## src/rtl/mmgpio_pkg.sv

```systemverilog
package mmgpio_pkg;
  localparam int unsigned REG_ADDR_W = 2;

  typedef enum logic [REG_ADDR_W-1:0] {
    SEL_DATA = 2'd0,
    SEL_SET  = 2'd1,
    SEL_CLR  = 2'd2,
    SEL_DIR  = 2'd3
  } reg_sel_e;
endpackage

```

## src/rtl/mmgpio_order.sv

```systemverilog
// Maps between pin order and register bit order; the mapping is its own inverse.
module mmgpio_order #(
  parameter int unsigned WIDTH   = 8,
  parameter bit          REVERSE = 1'b0
) (
  input  logic [WIDTH-1:0] src,
  output logic [WIDTH-1:0] dst
);
  for (genvar i = 0; i < WIDTH; i++) begin : g_bit
    if (REVERSE) begin : g_rev
      assign dst[i] = src[WIDTH-1-i];
    end else begin : g_fwd
      assign dst[i] = src[i];
    end
  end
endmodule

```

## src/rtl/mmgpio_sync.sv

```systemverilog
module mmgpio_sync #(
  parameter int unsigned WIDTH  = 8,
  parameter int unsigned STAGES = 2
) (
  input  logic             clk,
  input  logic             rst,
  input  logic [WIDTH-1:0] d,
  output logic [WIDTH-1:0] q
);
  logic [STAGES-1:0][WIDTH-1:0] chain;

  always_ff @(posedge clk) begin
    if (rst) begin
      chain <= '0;
    end else begin
      chain[0] <= d;
      for (int s = 1; s < STAGES; s++) begin
        chain[s] <= chain[s-1];
      end
    end
  end

  assign q = chain[STAGES-1];
endmodule

```

## src/rtl/mmgpio_regs.sv

```systemverilog
module mmgpio_regs
  import mmgpio_pkg::*;
#(
  parameter int unsigned WIDTH   = 8,
  parameter bit          HAS_DIR = 1'b1
) (
  input  logic             clk,
  input  logic             rst,
  input  logic             wr,
  input  reg_sel_e         sel,
  input  logic [WIDTH-1:0] wdata,
  output logic [WIDTH-1:0] out_q,
  output logic [WIDTH-1:0] dir_q
);
  always_ff @(posedge clk) begin
    if (rst) begin
      out_q <= '0;
    end else if (wr) begin
      case (sel)
        SEL_DATA: out_q <= wdata;
        SEL_SET:  out_q <= out_q | wdata;
        SEL_CLR:  out_q <= out_q & ~wdata;
        default:  out_q <= out_q;
      endcase
    end
  end

  if (HAS_DIR) begin : g_dir
    always_ff @(posedge clk) begin
      if (rst) begin
        dir_q <= '0;
      end else if (wr && sel == SEL_DIR) begin
        dir_q <= wdata;
      end
    end
  end else begin : g_nodir
    assign dir_q = '0;
  end
endmodule

```

## src/rtl/mmgpio_port.sv

```systemverilog
module mmgpio_port
  import mmgpio_pkg::*;
#(
  parameter int unsigned WIDTH        = 8,
  parameter bit          DIR_IS_INPUT = 1'b0,
  parameter bit          MSB_FIRST    = 1'b0,
  parameter bit          HAS_DIR      = 1'b1
) (
  input  logic                  clk,
  input  logic                  rst,
  input  logic [REG_ADDR_W-1:0] bus_addr,
  input  logic                  bus_wr,
  input  logic [WIDTH-1:0]      bus_wdata,
  output logic [WIDTH-1:0]      bus_rdata,
  input  logic [WIDTH-1:0]      pin_in,
  output logic [WIDTH-1:0]      pin_out,
  output logic [WIDTH-1:0]      pin_oe
);
  localparam int unsigned SYNC_STAGES = 2;

  reg_sel_e         sel;
  logic [WIDTH-1:0] out_q, dir_q;
  logic [WIDTH-1:0] in_sync, in_reg;
  logic [WIDTH-1:0] drive_reg, oe_reg, rd_next;

  assign sel = reg_sel_e'(bus_addr);

  mmgpio_regs #(.WIDTH(WIDTH), .HAS_DIR(HAS_DIR)) u_regs (
    .clk(clk), .rst(rst), .wr(bus_wr), .sel(sel), .wdata(bus_wdata),
    .out_q(out_q), .dir_q(dir_q)
  );

  mmgpio_sync #(.WIDTH(WIDTH), .STAGES(SYNC_STAGES)) u_sync (
    .clk(clk), .rst(rst), .d(pin_in), .q(in_sync)
  );

  mmgpio_order #(.WIDTH(WIDTH), .REVERSE(MSB_FIRST)) u_in_order (
    .src(in_sync), .dst(in_reg)
  );

  // Per-bit "this bit drives" in register order.
  if (HAS_DIR) begin : g_drive
    assign drive_reg = DIR_IS_INPUT ? ~dir_q : dir_q;
    assign oe_reg    = drive_reg;
  end else begin : g_bidir
    assign drive_reg = '0;
    assign oe_reg    = '1;
  end

  mmgpio_order #(.WIDTH(WIDTH), .REVERSE(MSB_FIRST)) u_out_order (
    .src(out_q), .dst(pin_out)
  );

  mmgpio_order #(.WIDTH(WIDTH), .REVERSE(MSB_FIRST)) u_oe_order (
    .src(oe_reg), .dst(pin_oe)
  );

  always_comb begin
    case (sel)
      SEL_DATA: rd_next = (out_q & drive_reg) | (in_reg & ~drive_reg);
      SEL_DIR:  rd_next = dir_q;
      default:  rd_next = '0;
    endcase
  end

  always_ff @(posedge clk) begin
    if (rst) bus_rdata <= '0;
    else     bus_rdata <= rd_next;
  end
endmodule

```

## config.mk

```make
export PLATFORM = sky130hd
export DESIGN_NAME = mmgpio_port
export DESIGN_NICKNAME = d
export VERILOG_FILES = /design/src/rtl/mmgpio_pkg.sv /design/src/rtl/mmgpio_order.sv /design/src/rtl/mmgpio_sync.sv /design/src/rtl/mmgpio_regs.sv /design/src/rtl/mmgpio_port.sv
export SDC_FILE = /design/constraint.sdc
export NUM_CORES = 1
export LEC_CHECK = 0
export BUFFER_PORTS_ARGS = -buffer_cell sky130_fd_sc_hd__buf_2
export CORE_MARGIN = 2
export CORE_UTILIZATION = 30
export DETAILED_ROUTE_END_ITERATION = 10
export HOLD_SLACK_MARGIN = 0.03
export PLACE_DENSITY = 0.57
export SLEW_MARGIN = 20
export SYNTH_ARGS = -nofsm -noshare
export SYNTH_HDL_FRONTEND = slang
export SYNTH_SLANG_ARGS = --single-unit
```

## constraint.sdc

```tcl
create_clock -name clk -period 2.1 [get_ports clk]
set_input_delay 0.315 -clock clk [delete_from_list [all_inputs] [get_ports clk]]
set_output_delay 0.315 -clock clk [all_outputs]
set_load 0.03 [all_outputs]
```

==> reports/results.txt, run 1 <==
Post-Route WL = 3630 um
Ys flop type = dfxtp_1
Area contributors post-synth = dfxtp_1 50%, nor2b_1 9.3%, a21oi_1 6.8%
Final Setup Violations = 0
Hold Vio Cnt, Final = 0
Iteration-0 DRC Markers = 75
Die footprint = 5990 sq um
Commonest cells in the synthesized netlist = 40 x dfxtp_1, 24 x nor2b_1, 22 x a21oi_1
Clock Latency Late Sink = 0.29 ns
Critical path, cell by cell = buf_2 > inv_1 > ha_1 > nand2b_1 > o22ai_1 > a211oi_1
Fmax achieved = 0.711 GHz
Worst-margin pin slew = 0.409 ns
Reg power frac = 52.5%
Area grow syn2layout = 20.1%
Setup bufs post-CTS = 0
CP required = 2.30 ns
Dpl hpwl = 2470 um
CTS resizes = 0
CTS sink count = 40
Worst hold slack = 0.228 ns
Fill cells = 555
CP Launch Type = input pin
Setup TNS = 0 ns
Maxcap violations = 0
Number of CTS-inserted buffers = 5
Design area = 1940 sq um
Post-synthesis sequential area ratio = 49.5%
Clk pwr share = 34.3%
Antenna diodes = 0
H-tree depth = 2
GR Util All Layers = 12.6%
Setup CP Type = input pin to flip-flop
Footprint of the multi-input gates = 711 sq um
Gr ovfl total = 0
Non-Filler Instances = 280
Crit-path slowest cell = ha_1
RSZ-0062 raised after global routing = no
Maximum VDD drop = 355 uV
Worst-path clk slew = 0.07 ns
Mapped Area = 1620 sq um
Core Box Area = 5140 sq um
Root Buffer = clkbuf_8
Cell count after placement = 272
Ys async rst share = 0%
TritonCTS clock tree = yes
Largest net degree at the start of global routing = 23
Combinational power share = 13.2%
Die Wd = 77.4 um
GP Congestion = 0.752
Drt pass-1 iters = 4
CTS Hold Bufs = 0
Final Critical Period = 1.41 ns
Worst Skew = 0.00269 ns
Top-area cell type share of the netlist area = 49.5%
YS warnings = 0
#FFs+latches synth = 40
DRC viols = 0
Fin crit share = 66.9%
Maximum clock path buffer count = 2
First-pass GRT wire length = 5770 um
Most common cell in the netlist = dfxtp_1
Layout cell share with drive strength beyond 1 = 32.9%
Max Slew Vio Count = 0
Via count = 1293
Post-DRT Antenna Nets = 0
Switch share = 26.5%
Post-synthesis average cell area = 9.62 sq um
Total area of sequential cells = 801 sq um
Syn Nets = 194
Worst flop-to-flop path startpoint = u_regs.out_q[6]
Cell Int Power = 1.13 mW
Critical Path Source = bus_addr[0]
Slowest cell delay on critical path = 0.42 ns
Starting Density = 31.5%
Syn Inst Count = 168
P_sw = 0.406 mW
Io pins = 45
Post-synth EDFFs = 0
Hold Crit Start = pin_in[5]
Vias in the first global route = 1179
PortBufs = 44
# nets final = 235
Area leader, netlist = dfxtp_1
Vias/cell = 4.62
Max_slew headroom = 72.7%
Row count = 26
Antenna violations before repair = 0
HP Class = input pin to flip-flop
Crit end category = flip-flop
Status = complete, no violations
Pleak = 0.806 nW
Placed instance area = 1850 sq um
Crit path max fanout = 10
Crit path arrival time = 1.61 ns
Yosys cell types = 22
Power Dens Cells = 789 nW/um^2
Die Y = 77.4 um
Routed WL per cell = 13.0 um
[cell families after synthesis]
family                   after synthesis  synth area share (%)
AO/OA/AOI/OAI                         40                  15.3
adder cells (fa/ha/maj)                5                  3.87
buffers and inverters                 15                  6.50
flip-flops                            40                  49.5
multiplexers                           8                  5.57
AND/OR/NAND/NOR                       60                  19.2
[power groups by stage]
stage / combinational [mW] / clock [mW] / sequential (mW)
CTS: 0.205 / 0.540 / 0.805
global route: 0.224 / 0.577 / 0.809
floorplan: 0.119 / 0 / 0.852
global placement: 0.203 / 0 / 0.823
finish: 0.203 / 0.525 / 0.805
detailed placement: 0.204 / 0 / 0.823
[state kept, by name (all words and copies together), names as in the netlist]
signal	cells
bus_rdata	8
u_sync.chain	8
u_regs.out_q	8
u_sync.q	8
u_regs.dir_q	8
[layer usage]
layer / vias to the layer above / wire length, um / track usage, % / part of all wire [%]
li1: 649 / - / - / -
met1: 592 / 1640 / 16.5 / 45
met2: 41 / 1660 / 18.2 / 46
met3: 11 / 251 / 4.19 / 6.9
met4: 0 / 76 / 6.79 / 2.1
met5: - / 0 / 0 / 0
[per-stage QoR]
stage | total power, mW | utilization [%] | worst slack, ns
floorplan | 0.971 | - | 0.725
global placement | 1.03 | 36.0 | 0.429
detailed placement | 1.03 | 36.0 | 0.407
CTS | 1.55 | 37.8 | 0.713
global route | 1.61 | 37.8 | 0.546
finish | 1.53 | 37.8 | 0.694
[path summary, 6_finish.rpt]
kind | end | slack (ns) | depth (start not counted)
setup / recovery | u_regs.out_q[7] | 0.69 | 6
hold / removal | u_sync.chain[5] | 0.23 | 2
setup reg to reg | bus_rdata[6] | 1.24 | 3
hold reg to reg | u_sync.q[3] | 0.44 | 1
[cell usage in the layout (no fill, tap or decap)]
master	n
buf_2	44
nor2_1	8
clkbuf_8	6
nor2b_4	1
ha_1	5
nand2b_1	1
clkinv_2	2
a211oi_1	6
or2_2	1
a21oi_1	22
dfxtp_1	40
buf_4	3
mux2_2	8
inv_1	2
a211oi_2	2
o22ai_1	8
a21oi_2	2
nand3_1	8
nand2_1	17
nor2b_1	24
[cell type report]
cell class / instances / area share, %
Sequential cell: 40 / 41.2
Multi-Input combinational cell: 113 / 36.6
Timing Repair Buffer: 47 / 12.5
Tap cell: 70 / 4.51
Clock buffer: 6 / 4.25
Clock inverter: 2 / 0.515
Inverter: 2 / 0.387
[critical path: cells and delay by family]
family	cells	cell delay, ns
compound gates	2	0.39
fa+ha+maj	1	0.42
buf+inv	2	0.18
simple gates	1	0.31
(Power assumes the default switching activity.)
==> inputs of run 2 (changes only) <==
Settings changed: PLACE_DENSITY 0.57 to 0.59.
Clock period 2.1 ns to 1.2 ns, I/O delays scaled along.
==> run 2 against run 1 <==
Effect of this change:
- wire length rose by 0.33%
- register-to-register slack got worse by 0.93 ns
- cell count rose by 3.2%
- critical endpoint is now pin_out[0]
- highest routed layer unchanged
==> reports/results.txt, run 2 (synthesis results as in run 1) <==
CTS resizes = 0 (unchanged)
Setup CP Type = flip-flop to output pin
Vias/cell = 4.44 (-3.9%)
Core Box Area = 5140 sq um (unchanged)
HP Class = input pin to flip-flop
Maximum VDD drop = 1120 uV (+210%)
Final Critical Period = 1.07 ns
Pre-CTS setup slack = -0.169 ns (-0.576 ns)
Io pins = 45 (unchanged)
Post-Route WL = 3640 um (+0.33%)
Antenna diodes = 0 (unchanged)
Design area = 2050 sq um (+5.7%)
Kind of cell adding the most delay to the critical path = flip-flops
Die Y = 77.4 um (unchanged)
Placed instance area = 1940 sq um (+5.1%)
Maximum clock path buffer count = 2 (unchanged)
Worst-margin pin slew = 0.371 ns (-0.0382 ns)
Hold Vio Cnt, Final = 0 (unchanged)
Pleak = 0.863 nW (+7.1%)
Fin crit share = 89.3%
Combinational power share = 13.7% (+0.5 points)
Number of CTS-inserted buffers = 5 (unchanged)
Crit-path slowest cell = dfxtp_1
# nets final = 244 (+3.8%)
Crit end category = output pin
Worst Skew = 0.00197 ns (-0.000717 ns)
CP Launch Type = flip-flop
TritonCTS clock tree = yes
R2R setup slack = 0.31 ns (-0.93 ns)
GR Util All Layers = 13.4% (+0.85 points)
CTS Hold Bufs = 0 (unchanged)
Dpl hpwl = 2600 um (+5.2%)
Switch share = 25.0% (-1.5 points)
Commonest non-fill, non-tap cell in the layout = buf_2
P_sw = 0.720 mW (+77%)
Gr ovfl total = 0 (unchanged)
CTS sink count = 40 (unchanged)
Setup bufs post-CTS = 0 (unchanged)
Die footprint = 5990 sq um (unchanged)
Worst-path clk slew = 0.08 ns (about the same)
Routed WL per cell = 12.6 um (-2.8%)
Reg power frac = 48.9% (-3.6 points)
Max Slew Vio Count = 0 (unchanged)
Status = complete, no violations
GP Congestion = 0.803 (+6.8%)
Setup TNS = 0 ns (unchanged)
Via count = 1282 (-0.85%)
H-tree depth = 2 (unchanged)
Antenna violations before repair = 0 (unchanged)
Fmax achieved = 0.933 GHz
Total area of sequential cells = 801 sq um (unchanged)
Fill cells = 553 (-0.36%)
Critical path buffers and inverters = 1 (-1)
Clk pwr share = 37.5% (+3.2 points)
Max_slew headroom = 75.2% (+2.5 points)
Crit path max fanout = 3 (-7)
Crit path arrival time = 0.89 ns (-0.72 ns)
Post-layout worst setup margin = 0.129 ns (-0.566 ns)
PortBufs = 44 (unchanged)
Slowest cell delay on critical path = 0.38 ns (-0.04 ns)
Maxcap violations = 0 (unchanged)
Layout cell share with drive strength beyond 1 = 35.2% (+2.3 points)
Post-DRT Antenna Nets = 0 (unchanged)
Row count = 26 (unchanged)
Area grow syn2layout = 26.9%
Drt pass-1 iters = 4 (unchanged)
Clock Latency Late Sink = 0.29 ns (about the same)
Power Dens Cells = 1400 nW/um^2 (+78%)
Die Wd = 77.4 um (unchanged)
First-pass GRT wire length = 6260 um (+8.5%)
Largest net degree at the start of global routing = 17 (-26%)
Highest-count cells in the layout ignoring fill and taps = 44 x buf_2, 40 x dfxtp_1, 24 x nor2b_1
Starting Density = 31.5% (unchanged)
DRC viols = 0 (unchanged)
Root Buffer = clkbuf_8
RSZ-0062 raised after global routing = no
Footprint of the multi-input gates = 713 sq um (+0.35%)
Vias in the first global route = 1262 (+7.0%)
CP required = 1.02 ns (-1.28 ns)
Cell Int Power = 2.16 mW (+92%)
Critical path, cell by cell = buf_2
Iteration-0 DRC Markers = 43 (-43%)
Final Setup Violations = 0 (unchanged)
[run 2: cell count changes in the layout (fill, tap and decap cells not counted)]
cell       delta
clkbuf_8      -1
buf_12        +2
or2_4         +1
or2_2         -1
clkbuf_1      +1
buf_4         +7
clkinv_2      -1
bufinv_16     +1
[run 2: worst paths after layout]
path / from / to / cells after the start
min reg2reg: u_sync.chain[2] / u_sync.q[2] / 1
min: pin_in[3] / u_sync.chain[3] / 2
max: u_regs.out_q[0] / pin_out[0] / 1
max reg2reg: u_regs.dir_q[3] / bus_rdata[3] / 2
[run 2: power by group through the flow]
stage	registers, mW	logic [mW]	clock network (mW)
final	1.41	0.394	1.08
after global routing	1.41	0.438	1.18
after CTS	1.41	0.400	1.11
after detailed placement	1.44	0.399	0
after global placement	1.44	0.394	0
after floorplan	1.49	0.220	0
[run 2: through the flow]
stage	total power [mW]	utilization [%]	hold WS, ns	instances
6_report	2.88	39.9	0.0911	289
3_5_place_dp	1.84	37.8	0.393	281
3_3_place_gp	1.83	37.8	0.391	281
5_1_grt	3.04	39.9	0.0922	289
2_1_floorplan	1.71	-	0.252	168
4_1_cts	2.92	39.9	0.0846	289
[run 2: area by class of cell]
class,instances,share of cell area (%)
tap,70,4.27
clock buffer,6,3.54
timing repair buffer,56,16.3
sequential,40,39.0
inverter,2,0.366
multi-input combinational,113,34.8
clock inverter,2,1.71
[run 2: routing by layer]
layer	vias up	GRT usage, %	wire length, um	share of wire [%]
li1	663	-	-	-
met2	37	20.3	1650	45
met4	0	5.36	57	1.6
met1	576	17.9	1740	48
met5	-	0	0	0
met3	6	4.07	197	5.4
==> inputs of run 3 (changes only) <==
Settings changed: CORE_ASPECT_RATIO set to 1.5.
==> run 3 against run 2 <==
Effect of this change:
- highest routed layer unchanged
- non-clock buffer count grew 2
- power grew 1.9%
- largest power group unchanged
- sequential share of layout area shrank 0.26 points
- fmax grew 0.54%
- design area grew 0.67%
==> reports/results.txt, run 3 (synthesis results as in run 1) <==
Crit-path slowest cell = dfxtp_1
Kind of cell adding the most delay to the critical path = flip-flops
Vias/cell = 4.51 (+1.6%)
Worst Skew = 0.00295 ns (+0.000984 ns)
CP Capture Point = pin_out[4]
CP required = 1.02 ns (about the same)
First-pass GRT wire length = 5710 um (-8.8%)
Commonest non-fill, non-tap cell in the layout = buf_2
Io pins = 45 (unchanged)
Post-Route WL = 3530 um (-3.1%)
CTS sink count = 40 (unchanged)
TritonCTS clock tree = yes
Fmax achieved = 0.938 GHz (+0.54%)
Largest net degree at the start of global routing = 17 (unchanged)
Max_slew headroom = 78.1% (+2.9 points)
Worst hold slack = 0.0960 ns (+0.00492 ns)
Root Buffer = clkbuf_8
Worst-path clk slew = 0.08 ns (about the same)
Crit path arrival time = 0.89 ns (about the same)
H-tree depth = 2 (unchanged)
Design area = 2070 sq um (+0.67%)
Worst-margin pin slew = 0.328 ns (-0.0424 ns)
Maximum VDD drop = 706 uV (-37%)
Routed WL per cell = 12.2 um (-3.1%)
Iteration-0 DRC Markers = 13 (-70%)
Core Box Area = 5160 sq um (+0.49%)
GR Util All Layers = 12.6% (-0.85 points)
Worst flop-to-flop path startpoint = u_regs.dir_q[0]
Setup CP Type = flip-flop to output pin
Placed instance area = 1940 sq um (unchanged)
HP Class = input pin to flip-flop
Die Y = 93.9 um (+21%)
Fin crit share = 88.8% (-0.48 points)
Max Slew Vio Count = 0 (unchanged)
Maxcap violations = 0 (unchanged)
Status = complete, no violations
CP Depth = 1 (unchanged)
Starting Density = 31.3% (-0.15 points)
Die footprint = 6000 sq um (+0.21%)
Critical path, cell by cell = buf_2
DRC viols = 0 (unchanged)
# nets final = 246 (+0.82%)
Total design power = 2.94 mW (+1.9%)
Clock Latency Late Sink = 0.29 ns (about the same)
Worst reg2reg endpoint = bus_rdata[0]
Setup bufs post-CTS = 0 (unchanged)
Highest-count cells in the layout ignoring fill and taps = 44 x buf_2, 40 x dfxtp_1, 24 x nor2b_1
CP Launch Type = flip-flop
Die Wd = 63.9 um (-17%)
Maximum clock path buffer count = 2 (unchanged)
Dpl hpwl = 2660 um (+2.4%)
Via count = 1302 (+1.6%)
Drt pass-1 iters = 4 (unchanged)
Pleak = 0.874 nW (+1.2%)
CTS resizes = 0 (unchanged)
Row count = 32 (+23%)
Gr ovfl total = 0 (unchanged)
CTS Hold Bufs = 0 (unchanged)
RSZ-0062 raised after global routing = no
Critical Path Source = u_regs.out_q[4]
Post-DRT Antenna Nets = 0 (unchanged)
Vias in the first global route = 1231 (-2.5%)
Number of CTS-inserted buffers = 5 (unchanged)
Layout cell share with drive strength beyond 1 = 36.2% (+1.0 points)
Crit path max fanout = 3 (unchanged)
Antenna violations before repair = 0 (unchanged)
Hold Vio Cnt, Final = 0 (unchanged)
Final Critical Period = 1.07 ns (-0.00574 ns)
Area grow syn2layout = 27.8%
Final Setup Violations = 0 (unchanged)
R2R setup slack = 0.33 ns (+0.02 ns)
Antenna diodes = 0 (unchanged)
Slowest cell delay on critical path = 0.38 ns (about the same)
Critical path buffers and inverters = 1 (unchanged)
Crit end category = output pin
Power Dens Cells = 1420 nW/um^2 (+1.3%)
PortBufs = 44 (unchanged)
Reg2Reg Depth = 2 (unchanged)
GP Congestion = 0.802 (-0.19%)
==> run 3: worst min path at each step <==
stage	from	endpoint	cells after the start
2_1_floorplan	rst	u_sync.q[0]	1
3_3_place_gp	pin_in[3]	u_sync.chain[3]	2
3_5_place_dp	pin_in[3]	u_sync.chain[3]	2
4_1_cts	pin_in[3]	u_sync.chain[3]	2
5_1_grt	pin_in[6]	u_sync.chain[6]	2
6_report	pin_in[3]	u_sync.chain[3]	2
==> run 3: area by class of cell <==
class | instances | area [sq um]
fill | 539 | 3100
sequential | 40 | 801
timing repair buffer | 58 | 338
clock inverter | 2 | 38.8
clock buffer | 6 | 82.6
tap | 68 | 85.1
multi-input combinational | 113 | 713
inverter | 2 | 7.51
==> run 3: where the power goes <==
| group | total (mW) | internal [mW] | switching [mW] |
|---|---|---|---|
| registers | 1.41 | 1.38 | 0.0274 |
| clock network | 1.14 | 0.680 | 0.461 |
| logic | 0.390 | 0.164 | 0.226 |
| total | 2.94 | 2.22 | 0.715 |
==> run 3: metal layers <==
layer  up-vias  wire [um]  global-route usage [%]
li1        670          -                       -
met1       589       1510                    14.9
met2        38       1790                    21.1
met3         5        153                    3.00
met4         0         76                    5.98
met5         -          0                       0
==> run 3: through the flow <==
step                      setup TNS (ns)  util, %  setup slack, ns  std cells
after floorplan                        0        -          0.00692        168
after global placement             -1.89     37.6           -0.141        281
after detailed placement           -2.44     37.6           -0.187        281
after CTS                              0     40.0            0.119        289
after global routing                   0     40.0           0.0141        289
final                                  0     40.0            0.134        289
